<file path="config.mk">
export PLATFORM = sky130hd
export DESIGN_NAME = alarm_irq_unit
export DESIGN_NICKNAME = d
export VERILOG_FILES = /design/src/rtl/alarm_irq_pkg.sv /design/src/rtl/alarm_cfg_regs.sv /design/src/rtl/alarm_field_cmp.sv /design/src/rtl/alarm_flag_ctl.sv /design/src/rtl/irq_combine.sv /design/src/rtl/alarm_irq_unit.sv
export SDC_FILE = /design/constraint.sdc
export NUM_CORES = 1
export LEC_CHECK = 0
export ABC_AREA = 1
export BUFFER_PORTS_ARGS = -buffer_cell sky130_fd_sc_hd__buf_2
export CAP_MARGIN = 20
export CORE_MARGIN = 10
export CORE_UTILIZATION = 47
export DETAILED_ROUTE_END_ITERATION = 8
export PLACE_DENSITY = 0.75
export SYNTH_ARGS = -nofsm -noshare
export SYNTH_HDL_FRONTEND = slang
export SYNTH_SLANG_ARGS = --single-unit
</file>
<file path="constraint.sdc">
create_clock -name clk -period 0.95 [get_ports clk]
set_input_delay 0.19 -clock clk [delete_from_list [all_inputs] [get_ports clk]]
set_output_delay 0.19 -clock clk [all_outputs]
set_load 0.1 [all_outputs]
</file>
<file path="src/rtl/alarm_irq_pkg.sv">
// Package: shared constants and helpers for the alarm interrupt unit.
// Assumes BCD time fields no wider than one byte.
package alarm_irq_pkg;

    localparam int REG_W       = 8;
    localparam int SEL_W       = 3;
    localparam int NUM_FIELDS  = 4;
    localparam int IGN_BIT     = REG_W - 1;

    // Register select codes on the write port.
    localparam logic [SEL_W-1:0] SEL_CTRL = 3'd0;
    localparam logic [SEL_W-1:0] SEL_MIN  = 3'd1;
    localparam logic [SEL_W-1:0] SEL_HOUR = 3'd2;
    localparam logic [SEL_W-1:0] SEL_DAY  = 3'd3;
    localparam logic [SEL_W-1:0] SEL_WDAY = 3'd4;

    // Control/status bit positions.
    localparam int CB_AFLAG = 0;
    localparam int CB_TFLAG = 1;
    localparam int CB_AIE   = 4;
    localparam int CB_TIE   = 5;

    typedef enum logic [1:0] {
        FLD_MIN  = 2'd0,
        FLD_HOUR = 2'd1,
        FLD_DAY  = 2'd2,
        FLD_WDAY = 2'd3
    } field_e;

    // Width in bits of the BCD value for each field.
    function automatic int field_width(input int idx);
        case (idx)
            0:       return 7;
            1:       return 6;
            2:       return 6;
            default: return 3;
        endcase
    endfunction

    // Mask selecting the compared bits of a field.
    function automatic logic [REG_W-1:0] field_mask(input int idx);
        logic [REG_W-1:0] m;
        m = '0;
        for (int b = 0; b < REG_W; b++) begin
            if (b < field_width(idx)) m[b] = 1'b1;
        end
        return m;
    endfunction

    // Reset value of an alarm register: field left out of the comparison.
    localparam logic [REG_W-1:0] ALARM_RST = {1'b1, {(REG_W-1){1'b0}}};

endpackage

</file>
<file path="src/rtl/alarm_cfg_regs.sv">
// Module: alarm_cfg_regs
// Holds the four alarm registers and the two interrupt enables.
// Assumes one write per cycle; unknown selects are dropped.
module alarm_cfg_regs
    import alarm_irq_pkg::*;
#(
    parameter int NF = NUM_FIELDS,
    parameter int DW = REG_W,
    parameter int AW = SEL_W
) (
    input  logic              clk,
    input  logic              rst_n,
    input  logic              wr_en,
    input  logic [AW-1:0]     wr_addr,
    input  logic [DW-1:0]     wr_data,
    output logic [DW-1:0]     alm_val [NF],
    output logic [NF-1:0]     alm_ign,
    output logic              aie,
    output logic              tie
);

    localparam int IB = DW - 1;

    logic ctrl_wr;

    // Decode a control/status write.
    always_comb begin
        ctrl_wr = wr_en && (wr_addr == SEL_CTRL);
    end

    genvar gi;
    generate
        for (gi = 0; gi < NF; gi++) begin : g_alm
            localparam logic [AW-1:0] MY_SEL = AW'(gi + 1);
            logic [DW-1:0] val_q;

            // Load this alarm register on a write to its select.
            always_ff @(posedge clk) begin
                if (!rst_n) begin
                    val_q <= ALARM_RST;
                end else if (wr_en && (wr_addr == MY_SEL)) begin
                    val_q <= wr_data;
                end
            end

            // Expose value and ignore bit.
            always_comb begin
                alm_val[gi] = val_q;
                alm_ign[gi] = val_q[IB];
            end
        end
    endgenerate

    // Interrupt enables load from the control/status word.
    always_ff @(posedge clk) begin
        if (!rst_n) begin
            aie <= 1'b0;
            tie <= 1'b0;
        end else if (ctrl_wr) begin
            aie <= wr_data[CB_AIE];
            tie <= wr_data[CB_TIE];
        end
    end

endmodule

</file>
<file path="src/rtl/alarm_field_cmp.sv">
// Module: alarm_field_cmp
// Compares each current time field with its alarm register under the
// field mask; combinational. Assumes registers hold BCD in the low bits.
module alarm_field_cmp
    import alarm_irq_pkg::*;
#(
    parameter int NF = NUM_FIELDS,
    parameter int DW = REG_W
) (
    input  logic [DW-1:0] cur_val [NF],
    input  logic [DW-1:0] alm_val [NF],
    input  logic [NF-1:0] alm_ign,
    output logic          all_hit
);

    logic [NF-1:0] fld_ok;

    genvar gi;
    generate
        for (gi = 0; gi < NF; gi++) begin : g_cmp
            localparam logic [DW-1:0] MASK = field_mask(gi);

            // A field passes when ignored or when its masked bits agree.
            always_comb begin
                fld_ok[gi] = alm_ign[gi] ||
                             ((cur_val[gi] & MASK) == (alm_val[gi] & MASK));
            end
        end
    endgenerate

    // Hit needs every field to pass and at least one field compared.
    always_comb begin
        all_hit = (&fld_ok) && !(&alm_ign);
    end

endmodule

</file>
<file path="src/rtl/alarm_flag_ctl.sv">
// Module: alarm_flag_ctl
// Delays the increment strobe by one cycle, then sets the sticky alarm
// flag on a hit. Keeps the timer flag. Control writes AND the flags;
// a set event wins over a clear on the same edge.
module alarm_flag_ctl
    import alarm_irq_pkg::*;
#(
    parameter int DW = REG_W,
    parameter int AW = SEL_W
) (
    input  logic          clk,
    input  logic          rst_n,
    input  logic          tick,
    input  logic          all_hit,
    input  logic          tmr_expire,
    input  logic          wr_en,
    input  logic [AW-1:0] wr_addr,
    input  logic [DW-1:0] wr_data,
    output logic          tick_q,
    output logic          alarm_flag,
    output logic          timer_flag
);

    logic ctrl_wr;
    logic a_set;
    logic a_keep;
    logic t_keep;

    // Decode write and set conditions.
    always_comb begin
        ctrl_wr = wr_en && (wr_addr == SEL_CTRL);
        a_set   = tick_q && all_hit;
        a_keep  = ctrl_wr ? wr_data[CB_AFLAG] : 1'b1;
        t_keep  = ctrl_wr ? wr_data[CB_TFLAG] : 1'b1;
    end

    // Delay the increment strobe so the updated time is compared.
    always_ff @(posedge clk) begin
        if (!rst_n) tick_q <= 1'b0;
        else        tick_q <= tick;
    end

    // Alarm flag: set has priority, else AND with the written bit.
    always_ff @(posedge clk) begin
        if (!rst_n)     alarm_flag <= 1'b0;
        else if (a_set) alarm_flag <= 1'b1;
        else            alarm_flag <= alarm_flag & a_keep;
    end

    // Timer flag: expiry has priority, else AND with the written bit.
    always_ff @(posedge clk) begin
        if (!rst_n)          timer_flag <= 1'b0;
        else if (tmr_expire) timer_flag <= 1'b1;
        else                 timer_flag <= timer_flag & t_keep;
    end

endmodule

</file>
<file path="src/rtl/irq_combine.sv">
// Module: irq_combine
// Merges flags with enables into the open-drain pull-low request.
// Assumes an external pull-up on the shared interrupt line.
module irq_combine (
    input  logic alarm_flag,
    input  logic timer_flag,
    input  logic aie,
    input  logic tie,
    output logic irq_pull_low
);

    // Pull the line only while an enabled flag is set.
    always_comb begin
        irq_pull_low = (alarm_flag && aie) || (timer_flag && tie);
    end

endmodule

</file>
<file path="src/rtl/alarm_irq_unit.sv">
// Module: alarm_irq_unit (top)
// Alarm time-match with sticky flag and interrupt request.
// Assumes the time counters update their outputs at the edge that
// samples tick, so the values are valid one cycle after the strobe.
module alarm_irq_unit
    import alarm_irq_pkg::*;
#(
    parameter int NF = NUM_FIELDS,
    parameter int DW = REG_W,
    parameter int AW = SEL_W
) (
    input  logic          clk,
    input  logic          rst_n,
    input  logic [6:0]    cur_min,
    input  logic [5:0]    cur_hour,
    input  logic [5:0]    cur_day,
    input  logic [2:0]    cur_wday,
    input  logic          tick,
    input  logic          tmr_expire,
    input  logic          wr_en,
    input  logic [AW-1:0] wr_addr,
    input  logic [DW-1:0] wr_data,
    output logic          alarm_flag,
    output logic          timer_flag,
    output logic          irq_pull_low
);

    logic [DW-1:0] cur_val [NF];
    logic [DW-1:0] alm_val [NF];
    logic [NF-1:0] alm_ign;
    logic          aie;
    logic          tie;
    logic          all_hit;
    logic          tick_q;

    // Widen the time fields into the uniform compare array.
    always_comb begin
        cur_val[FLD_MIN]  = DW'(cur_min);
        cur_val[FLD_HOUR] = DW'(cur_hour);
        cur_val[FLD_DAY]  = DW'(cur_day);
        cur_val[FLD_WDAY] = DW'(cur_wday);
    end

    alarm_cfg_regs #(.NF(NF), .DW(DW), .AW(AW)) u_regs (
        .clk     (clk),
        .rst_n   (rst_n),
        .wr_en   (wr_en),
        .wr_addr (wr_addr),
        .wr_data (wr_data),
        .alm_val (alm_val),
        .alm_ign (alm_ign),
        .aie     (aie),
        .tie     (tie)
    );

    alarm_field_cmp #(.NF(NF), .DW(DW)) u_cmp (
        .cur_val (cur_val),
        .alm_val (alm_val),
        .alm_ign (alm_ign),
        .all_hit (all_hit)
    );

    alarm_flag_ctl #(.DW(DW), .AW(AW)) u_flag (
        .clk        (clk),
        .rst_n      (rst_n),
        .tick       (tick),
        .all_hit    (all_hit),
        .tmr_expire (tmr_expire),
        .wr_en      (wr_en),
        .wr_addr    (wr_addr),
        .wr_data    (wr_data),
        .tick_q     (tick_q),
        .alarm_flag (alarm_flag),
        .timer_flag (timer_flag)
    );

    irq_combine u_irq (
        .alarm_flag   (alarm_flag),
        .timer_flag   (timer_flag),
        .aie          (aie),
        .tie          (tie),
        .irq_pull_low (irq_pull_low)
    );

endmodule

</file>
==> results.py <==
metrics = {
    "layout": {
        "fillCellCount": 306,
        "multi_input_area_um2": 807,
        "regArea_um2": 643,
        "antennaDiodeCount": 0,
        "layout.nets": 362,
        "area_growth_syn_to_layout_pct": 40.1,
        "fin_area_mm2": 0.00228,
        "drive_gt1_frac": 0.357,
    },
    "floorplanning": {
        "die_y_um": 78.9,
        "die-area_mm2": 0.00622,
        "start_util": 0.489,
        "rows": 21,
        "io-pin-count": 41,
        "fp.dieW_um": 78.9,
        "fp.coreArea_mm2": 0.00334,
    },
    "min_path": {
        "min_path_type": "in -> reg",
        "hold_depth": 3,
        "holdCritStartpoint": "tick",
        "hold_end": "u_flag.tick_q",
    },
    "clock_tree": {
        "hold_buffers": 0,
        "cts_buffers": 5,
        "clock_latency_ns": 0.33,
        "cts_tree": "yes",
        "cts_setup_buffers": 0,
        "clkTransAtPathRegs_ns": 0.09,
        "numClockSinks": 31,
        "htreeDepth": 2,
        "cts_root_buf": "clkbuf_4",
        "clockBufferDepth": 2,
    },
    "placed_design": {
        "io_buffers": 40,
        "pre_cts_ws_ns": -0.300,
        "placed_cell_area_mm2": 0.00218,
        "routabilityCongestion": 0.787,
        "dp_hpwl_mm": 3.14,
    },
    "synthesis": {
        "synthCells": 250,
        "synth-seq-cells": 31,
        "synth.largest_area_cell": "dfxtp_1",
        "syn_nets": 288,
        "yosysTopAreaCellShare": 0.381,
        "ys_async_sr_fraction": 0,
        "synth.cells.most_frequent": "nand2_1 (67), inv_1 (47), dfxtp_1 (31)",
        "avgSynthCellArea_um2": 6.52,
        "synth_edf_count": 0,
        "synth_top_flop_cell": "dfxtp_1",
        "synth_cell_types": 21,
        "synth.cell_area_mm2": 0.00163,
        "yosysMostFrequentCell": "nand2_1",
        "synth_area_leaders": "dfxtp_1 (38%), nand2_1 (15%), inv_1 (11%)",
        "synth_seq_area_share": 0.381,
        "ys.warnings.count": 0,
    },
    "timing": {
        "maxSlewViolCount": 0,
        "min_period_ns": 1.28,
        "finalWorstSetupSlack_ns": -0.327,
        "timing.final.crit_share": 1.34,
        "worst_pin_slew_ns": 0.259,
        "whs_ns": 0.0464,
        "clock-skew-final_ns": 0.00370,
        "finalSetupViolations": 4,
        "max_slew_margin": 0.827,
        "max_freq_ghz": 0.783,
        "grt_setup_unrepaired": "true",
        "hold_violations": 0,
    },
    "setup_path": {
        "r2r_slack_ns": -0.18,
        "worstSetupEndpointType": "output port",
        "critical-path-slowest-cell": "dfxtp_4",
        "critPathTopFamily": "flip-flops",
        "path_cells": "a22o_4, buf_12",
        "critPathKind": "reg -> out",
        "critPathArrivalTime_ns": 1.09,
        "path_buf_inv": 1,
        "worstRegToRegCells": 10,
        "slowest_delay_ns": 0.35,
        "cp-start-kind": "flip-flop",
        "crit_fanout": 2,
        "cp.required_ns": 0.76,
        "rr_endpoint": "u_flag.alarm_flag",
        "r2r_start": "u_regs.g_alm[1].val_q[5]",
    },
    "pwr": {
        "pwr_density_cell_mw_per_mm2": 1150,
        "power_leakage_nw": 1.18,
        "max-vdd-ir-drop_v": 0.000707,
    },
    "global_routing": {
        "grt_pass1_vias": 1610,
        "grt-ovfl-total": 0,
        "grt_pass1_wl_mm": 6.75,
        "grt_max_degree": 16,
        "grt_use_total": 0.131,
        "antenna_found_initial": 0,
    },
    "detailed_routing": {
        "num_vias": 1650,
        "viasPerCell": 4.45,
        "drt_iter0_markers": 77,
        "drc_errors": 0,
        "wl_per_cell_um": 10.7,
        "firstDrtPassIters": 6,
        "drtAntennaViolNets": 0,
        "totalWireLength_mm": 3.99,
    },
    "job": {
        "drv_cap": 0,
    },
    "outcome": {
        "status": "finished with violations",
        "violations": "setup timing",
    },
}
## worst reg2reg max path, cell delays in order (launching register included)
cell and delay, ns:
dfxtp_2 0.34, inv_1 0.05, nand2_1 0.05, nand2_1 0.04
nor2_1 0.10, nand3_1 0.10, nand2_1 0.09, nand2_2 0.07
nor2_4 0.11, nor2_1 0.04, nor2_1 0.07
## power breakdown
group | total [mW] | leakage (nW) | switching [mW] | internal [mW]
Combinational | 0.545 | 0.892 | 0.295 | 0.250
Sequential | 1.38 | 0.259 | 0.0274 | 1.35
Clock | 0.704 | 0.0273 | 0.431 | 0.274
## worst max path at each step
stage,startpoint,end,slack (ns),cells past startpoint
6_report,u_flag.alarm_flag,irq_pull_low,-0.33,2
5_1_grt,u_flag.alarm_flag,irq_pull_low,-0.36,2
4_1_cts,u_flag.alarm_flag,irq_pull_low,-0.34,2
3_5_place_dp,wr_en,u_regs.g_alm[1].val_q[0],-0.30,8
3_3_place_gp,wr_en,u_regs.g_alm[1].val_q[0],-0.27,8
2_1_floorplan,u_flag.alarm_flag,irq_pull_low,-0.13,1
## cells in the final DEF (no fill, tap or decap)
cell and instances:
o21ai_0 16, a21oi_2 1, nor2_1 23, clkbuf_1 1, nand2_2 1, inv_4 1
inv_2 7, clkinv_1 2, nor2_4 5, buf_4 31, nor3_4 2, xnor2_2 2
dfxtp_1 17, nand2_1 66, buf_6 1, inv_1 45, dfxtp_4 2, inv_12 1
o21ai_1 10, o211ai_1 3, nand3_1 4, nand2_4 1, a21oi_1 20, xor2_1 2
dfxtp_2 12, o21ai_2 2, buf_12 4, a22o_4 1, clkbuf_4 5, buf_2 37
## flip-flops by register name, summed over array words and instances (netlist names)
name,cells
u_regs.g_alm.val_q,26
u_flag.alarm_flag,1
u_flag.tick_q,1
u_flag.timer_flag,1
u_regs.aie,1
u_regs.tie,1
## metrics by stage
step | utilization | TNS, ns | power, mW | instances
3_3_place_gp | 0.655 | -4.95 | 1.92 | 363
6_report | 0.684 | -0.922 | 2.63 | 371
4_1_cts | 0.678 | -0.952 | 2.63 | 371
2_1_floorplan | - | -0.415 | 1.67 | 250
5_1_grt | 0.684 | -1.15 | 2.77 | 371
3_5_place_dp | 0.655 | -5.62 | 1.93 | 363
## final cells by class
cell class / instances / area share
tap: 46 / 0.0252
inverter: 54 / 0.0953
clock inverter: 2 / 0.00329
multi-input combinational: 159 / 0.353
timing repair buffer: 73 / 0.223
sequential: 31 / 0.282
clock buffer: 6 / 0.0181
## metal layers
metal / vias to the layer above / wire, um / GRT usage
met5: - / 0 / 0
met4: 0 / 62 / 0.0591
met3: 7 / 261 / 0.0450
met2: 30 / 1880 / 0.225
met1: 708 / 1780 / 0.144
li1: 905 / - / -
## cell families (layout without fill, tap and decap cells)
kind of cell / Yosys count / in the layout / share of synthesized area
and+or+nand+nor: 102 / 102 / 0.270
buffers and inverters: 60 / 135 / 0.153
AOI/OAI and AO/OA: 53 / 53 / 0.174
DFF: 31 / 31 / 0.381
xor gates and xnor gates: 4 / 4 / 0.0215
## what timing repair did
action                                 4_1_cts  5_1_grt
endpoints found under the hold margin        0        0
pin swaps                                    6        4
setup endpoints to repair                    4        5
gates resized for setup                     13        9
Power figures use the tool's default switching activity.
